### config.mk
export PLATFORM = sky130hd
export DESIGN_NAME = dual_dac_frontend
export DESIGN_NICKNAME = d
export VERILOG_FILES = /design/src/rtl/dacfe_pkg.sv /design/src/rtl/dacfe_sync.sv /design/src/rtl/dacfe_xfer.sv /design/src/rtl/dacfe_regs.sv /design/src/rtl/dual_dac_frontend.sv
export SDC_FILE = /design/constraint.sdc
export NUM_CORES = 1
export LEC_CHECK = 0
export CAP_MARGIN = 10
export CORE_MARGIN = 1
export CORE_UTILIZATION = 62
export DETAILED_ROUTE_END_ITERATION = 8
export DONT_BUFFER_PORTS = 1
export PLACE_DENSITY = 0.88
export SYNTH_ARGS = -nofsm -noshare
export SYNTH_HDL_FRONTEND = slang
export SYNTH_SLANG_ARGS = --single-unit
### constraint.sdc
create_clock -name clk -period 2.2 [get_ports clk]
set_input_delay 0.11 -clock clk [delete_from_list [all_inputs] [get_ports clk]]
set_output_delay 0.11 -clock clk [all_outputs]
set_load 0.01 [all_outputs]
### src/rtl/dacfe_pkg.sv
package dacfe_pkg;
    localparam int DATA_W = 12;
    localparam int CTRL_W = 4;
    localparam int WORD_W = DATA_W + CTRL_W;

    typedef enum logic [1:0] {
        ST_IDLE  = 2'd0,
        ST_SHIFT = 2'd1,
        ST_FULL  = 2'd2,
        ST_DONE  = 2'd3
    } xfer_state_t;

    // {high select bit, low select bit}
    typedef enum logic [1:0] {
        SEL_BUF_B = 2'b00,
        SEL_BUF   = 2'b01,
        SEL_A     = 2'b10,
        SEL_CTRL  = 2'b11
    } target_t;
endpackage

### src/rtl/dacfe_sync.sv
module dacfe_sync #(
    parameter int               LINES   = 3,
    parameter int               STAGES  = 2,
    parameter logic [LINES-1:0] RST_VAL = '0
) (
    input  logic             clk,
    input  logic             rst_n,
    input  logic [LINES-1:0] d,
    output logic [LINES-1:0] q
);
    logic [STAGES:0][LINES-1:0] pipe;
    assign pipe[0] = d;

    for (genvar g = 0; g < STAGES; g++) begin : g_stage
        always_ff @(posedge clk or negedge rst_n) begin
            if (!rst_n) pipe[g+1] <= RST_VAL;
            else        pipe[g+1] <= pipe[g];
        end
    end

    assign q = pipe[STAGES];
endmodule

### src/rtl/dacfe_xfer.sv
module dacfe_xfer
    import dacfe_pkg::*;
#(
    parameter int W     = WORD_W,
    localparam int CNT_W = $clog2(W + 1)
) (
    input  logic         clk,
    input  logic         rst_n,
    input  logic         cs_n,
    input  logic         sclk,
    input  logic         sdin,
    output logic         commit,
    output logic [W-1:0] word
);
    xfer_state_t state, state_nx;
    logic             cs_q, sclk_q;
    logic [W-1:0]     shreg;
    logic [CNT_W-1:0] cnt;

    wire cs_fall = cs_q & ~cs_n;
    wire cs_rise = ~cs_q & cs_n;
    wire ck_fall = sclk_q & ~sclk;
    wire ck_rise = ~sclk_q & sclk;

    always_ff @(posedge clk or negedge rst_n) begin
        if (!rst_n) begin
            cs_q   <= 1'b1;
            sclk_q <= 1'b1;
        end else begin
            cs_q   <= cs_n;
            sclk_q <= sclk;
        end
    end

    always_comb begin
        state_nx = state;
        unique case (state)
            ST_IDLE:  if (cs_fall) state_nx = ST_SHIFT;
            ST_SHIFT: if (cs_rise) state_nx = ST_IDLE;
                      else if (ck_fall && cnt == CNT_W'(W - 1)) state_nx = ST_FULL;
            ST_FULL:  if (cs_rise) state_nx = ST_IDLE;
                      else if (ck_rise) state_nx = ST_DONE;
            ST_DONE:  if (cs_rise) state_nx = ST_IDLE;
        endcase
    end

    always_ff @(posedge clk or negedge rst_n) begin
        if (!rst_n) state <= ST_IDLE;
        else        state <= state_nx;
    end

    always_ff @(posedge clk or negedge rst_n) begin
        if (!rst_n) begin
            shreg  <= '0;
            cnt    <= '0;
            commit <= 1'b0;
        end else begin
            commit <= 1'b0;
            unique case (state)
                ST_IDLE: if (cs_fall) begin
                    shreg <= '0;
                    cnt   <= '0;
                end
                ST_SHIFT: begin
                    if (cs_rise) begin
                        commit <= (cnt != '0);
                    end else if (ck_fall) begin
                        shreg <= {shreg[W-2:0], sdin};
                        cnt   <= cnt + 1'b1;
                    end
                end
                ST_FULL: commit <= cs_rise | ck_rise;
                ST_DONE: ;
            endcase
        end
    end

    assign word = shreg;


    cnt_range_chk: assert property (@(posedge clk) disable iff (!rst_n)
        cnt <= CNT_W'(W));

    commit_pulse_chk: assert property (@(posedge clk) disable iff (!rst_n)
        commit |=> !commit);

    done_frozen_chk: assert property (@(posedge clk) disable iff (!rst_n)
        (state == ST_DONE) |=> $stable(shreg));
endmodule

### src/rtl/dacfe_regs.sv
module dacfe_regs
    import dacfe_pkg::*;
(
    input  logic              clk,
    input  logic              rst_n,
    input  logic              wr_en,
    input  logic [WORD_W-1:0] word,
    output logic [DATA_W-1:0] chan_a,
    output logic [DATA_W-1:0] chan_b,
    output logic              fast_mode,
    output logic              pwr_down
);
    localparam int SEL_HI_BIT = WORD_W - 1;
    localparam int SPD_BIT    = WORD_W - 2;
    localparam int PWR_BIT    = WORD_W - 3;
    localparam int SEL_LO_BIT = WORD_W - 4;

    logic [DATA_W-1:0] hold_buf;
    target_t           tgt;
    logic [DATA_W-1:0] value;

    assign tgt   = target_t'({word[SEL_HI_BIT], word[SEL_LO_BIT]});
    assign value = word[DATA_W-1:0];

    always_ff @(posedge clk or negedge rst_n) begin
        if (!rst_n) begin
            chan_a    <= '0;
            chan_b    <= '0;
            hold_buf  <= '0;
            fast_mode <= 1'b0;
            pwr_down  <= 1'b0;
        end else if (wr_en) begin
            fast_mode <= word[SPD_BIT];
            unique case (tgt)
                SEL_A: begin
                    chan_a <= value;
                    chan_b <= hold_buf;
                end
                SEL_BUF_B: begin
                    hold_buf <= value;
                    chan_b   <= value;
                end
                SEL_BUF:  hold_buf <= value;
                SEL_CTRL: pwr_down <= word[PWR_BIT];
            endcase
        end
    end


    a_hold_chk: assert property (@(posedge clk) disable iff (!rst_n)
        !(wr_en && tgt == SEL_A) |=> $stable(chan_a));

    pwr_hold_chk: assert property (@(posedge clk) disable iff (!rst_n)
        !(wr_en && tgt == SEL_CTRL) |=> $stable(pwr_down));

    b_from_buf_chk: assert property (@(posedge clk) disable iff (!rst_n)
        (wr_en && tgt == SEL_A) |=> chan_b == $past(hold_buf));

    fast_hold_chk: assert property (@(posedge clk) disable iff (!rst_n)
        !wr_en |=> $stable(fast_mode));
endmodule

### src/rtl/dual_dac_frontend.sv
module dual_dac_frontend
    import dacfe_pkg::*;
#(
    parameter int SYNC_STAGES = 2
) (
    input  logic              clk,
    input  logic              rst_n,
    input  logic              cs_n,
    input  logic              sclk,
    input  logic              sdin,
    output logic [DATA_W-1:0] chan_a,
    output logic [DATA_W-1:0] chan_b,
    output logic              fast_mode,
    output logic              pwr_down
);
    logic [2:0]        lines_s;
    logic              commit;
    logic [WORD_W-1:0] word;

    dacfe_sync #(.LINES(3), .STAGES(SYNC_STAGES), .RST_VAL(3'b110)) i_sync (
        .clk(clk), .rst_n(rst_n),
        .d({cs_n, sclk, sdin}), .q(lines_s)
    );

    dacfe_xfer #(.W(WORD_W)) i_xfer (
        .clk(clk), .rst_n(rst_n),
        .cs_n(lines_s[2]), .sclk(lines_s[1]), .sdin(lines_s[0]),
        .commit(commit), .word(word)
    );

    dacfe_regs i_regs (
        .clk(clk), .rst_n(rst_n), .wr_en(commit), .word(word),
        .chan_a(chan_a), .chan_b(chan_b),
        .fast_mode(fast_mode), .pwr_down(pwr_down)
    );
endmodule

==> metrics.txt <==
area of the multi-input gates 1080 um^2; Mapped Nets 232; vias 1,750; GPL Wtd Cong 0.876; Clock Sink Count 70; via/cell ratio 6.18; commonest non-fill, non-tap cell in the layout dfrtp_1; met2 wire len 2290 um; root buffer cell clkbuf_8; Setup WS post-layout 0.181 ns; WS Path Type reg2reg; P_int 2.31 mW; All-Layer GR Usage 0.226; most frequent cells in the layout 64 x dfrtp_1, 27 x mux2_2, 18 x a22o_1, 13 x nand2_1, 13 x mux2i_1; number of port buffers 0; count of final max-slew check failures 0; Worst Skew 0.0117 ns; Pwr per Cell Area 1010 nW/um^2; Die W 70.9 um; Reg area 1760 um^2; crit share post-route 0.918; Slew headroom 0.519; setup_tns 0 ns; critical path arrival 2.24 ns; CTS tree yes; antenna violations before repair 0; final critical-path required period 2.02 ns; static leakage 1.52 nW; Final Setup Violations 0; GRT overflow 0; sequential area share after synthesis 0.597; Yosys cell types 32; final hold violation count 0; power share of the sequential group 0.474; Syn Inst Count 219; Starting DRT DRC Count 71; layout cells sized above 1 0.238; Switch Pwr 0.946 mW; DR DRC count 6; ANT nets after route 0; Post-synth EDFFs 0; Max FO, Critical Path 21; Yosys top cell area share 0.544; largest net degree at the start of global routing 71; H-tree levels 3; vias in the first global route 1,680; cts bufs inserted 9; worst slew pin tran 0.721 ns; CTS Buffer Depth 2; Synth Register Bits 70; Initial Utilization 0.659; Synth Flop Type dfrtp_1; number of top-level pins 31; CP Capture Type flop; RSZ-0062 raised after global routing no; Avg Inst Size Synth 13.5 um^2; TritonRoute pass-1 iters 6; violated checks DRC; Post-Syn Area 2950 um^2; die footprint 5030 um^2; worst hold path type in2async; Area contributors post-synth dfrtp_1 54%, mux2_2 10%, dfstp_2 5.4%; run status finished, violations left; Synth async-reset ratio 1.00; WL/cell 17.6 um; Req. time, crit path 2.42 ns; core footprint 4470 um^2; area leader, netlist dfrtp_1; yosys warns 0; met3 routed WL 341 um; met1 WL 2250 um; max layer used met4; Max Fclk 0.495 GHz; sw frac 0.290; VDD IR max 0.000621 V; WL final 4980 um; dpl ws 0.208 ns; Final HPWL DP 3220 um; area grow syn2layout 9.43%; Startpoint Class flop; Layout Nets 239; Worst-Skew Late Latency 0.35 ns; Rows 24; Clk pwr share 0.337; Die H 70.9 um; number of max-cap violations 0; fillers 280; clk slew on worst S/H paths 0.07 ns; n_diodes 0; first-pass GRT wire length 8230 um; fin util 0.721; Comb pwr share 0.189
[critical path, cell delays in order (launching register included)]
cell     delay [ns]
dfrtp_1        0.42
inv_1          0.11
ha_1           0.40
mux2i_1        0.13
a211o_1        0.32
and2_4         0.23
mux2_2         0.29
[cell families after synthesis]
logic type,share of synthesized area
DFF,0.597
AOI/OAI and AO/OA,0.110
and+or+nand+nor,0.0752
muxes,0.147
buffers and inverters,0.0361
adders and majority gates,0.0340
[synth_stat cells (all sizes together), types with 2 or more instances]
| library cell | number |
|---|---|
| mux2 | 27 |
| ha | 8 |
| nand3b | 5 |
| inv | 6 |
| nand2b | 5 |
| o21ai | 12 |
| clkbuf | 2 |
| buf | 9 |
| dfstp | 6 |
| a21oi | 3 |
| mux2i | 13 |
| nand3 | 6 |
| nor2b | 3 |
| o211ai | 2 |
| nor2 | 4 |
| nand2 | 13 |
| a22o | 18 |
| dfrtp | 64 |
[routing by layer]
metal | vias to the layer above | track usage
met1 | 878 | 0.302
met5 | - | 0
met2 | 57 | 0.331
met4 | 0 | 0.102
li1 | 805 | -
met3 | 10 | 0.0883
[repair_timing]
item	4_1_cts	5_1_grt
setup buffers	0	0
hold endpoints to repair	73	0
hold buffers	5	0
resized for setup	0	0
[worst paths after layout]
kind | start | end | slack (ns) | cells after the start
worst max-delay path | i_xfer.state[1] | i_xfer.cnt[0] | 0.18 | 6
worst min register to register | i_sync.pipe[3] | i_sync.q[0] | 0.36 | 0
min in group clk | cs_n | i_sync.pipe[5] | 0.31 | 1
worst max register to register | i_xfer.state[1] | i_xfer.cnt[0] | 0.18 | 6
max in group asynchronous | rst_n | i_xfer.cs_q | 1.58 | 2
worst min-delay path | rst_n | i_regs.hold_buf[0] | 0.29 | 2
[final cells by class]
type / count / share of cell area
Clock buffer: 10 / 0.0396
Clock inverter: 6 / 0.0268
Inverter: 6 / 0.00698
Multi-Input combinational cell: 132 / 0.335
Sequential cell: 70 / 0.546
Tap cell: 52 / 0.0202
Timing Repair Buffer: 7 / 0.0256
[power groups by stage]
stage                     registers [mW]  clock network [mW]  logic [mW]
final                               1.55                1.10       0.615
after global routing                1.57                1.18       0.677
after CTS                           1.55                1.13       0.616
after detailed placement            1.57                   0       0.578
after global placement              1.56                   0       0.549
after floorplan                     1.53                   0       0.539
[stage by stage]
step	cell area, um^2	power [mW]	instances	hold WS, ns
floorplan	2950	2.07	219	-0.186
global placement	2940	2.11	262	-0.184
detailed placement	2940	2.15	262	-0.184
CTS	3220	3.29	283	0.291
global route	3220	3.42	283	0.306
finish	3220	3.26	283	0.293
[registers in the layout, summed over array words and instances, names as in the netlist]
signal and cells:
i_xfer.word 16, i_regs.chan_a 12, i_regs.chan_b 12, i_regs.hold_buf 12, i_xfer.cnt 5, i_sync.pipe 3, i_sync.q 3, i_xfer.state 2
i_regs.fast_mode 1, i_regs.pwr_down 1, i_xfer.commit 1, i_xfer.cs_q 1, i_xfer.sclk_q 1
(Power assumes the default switching activity.)
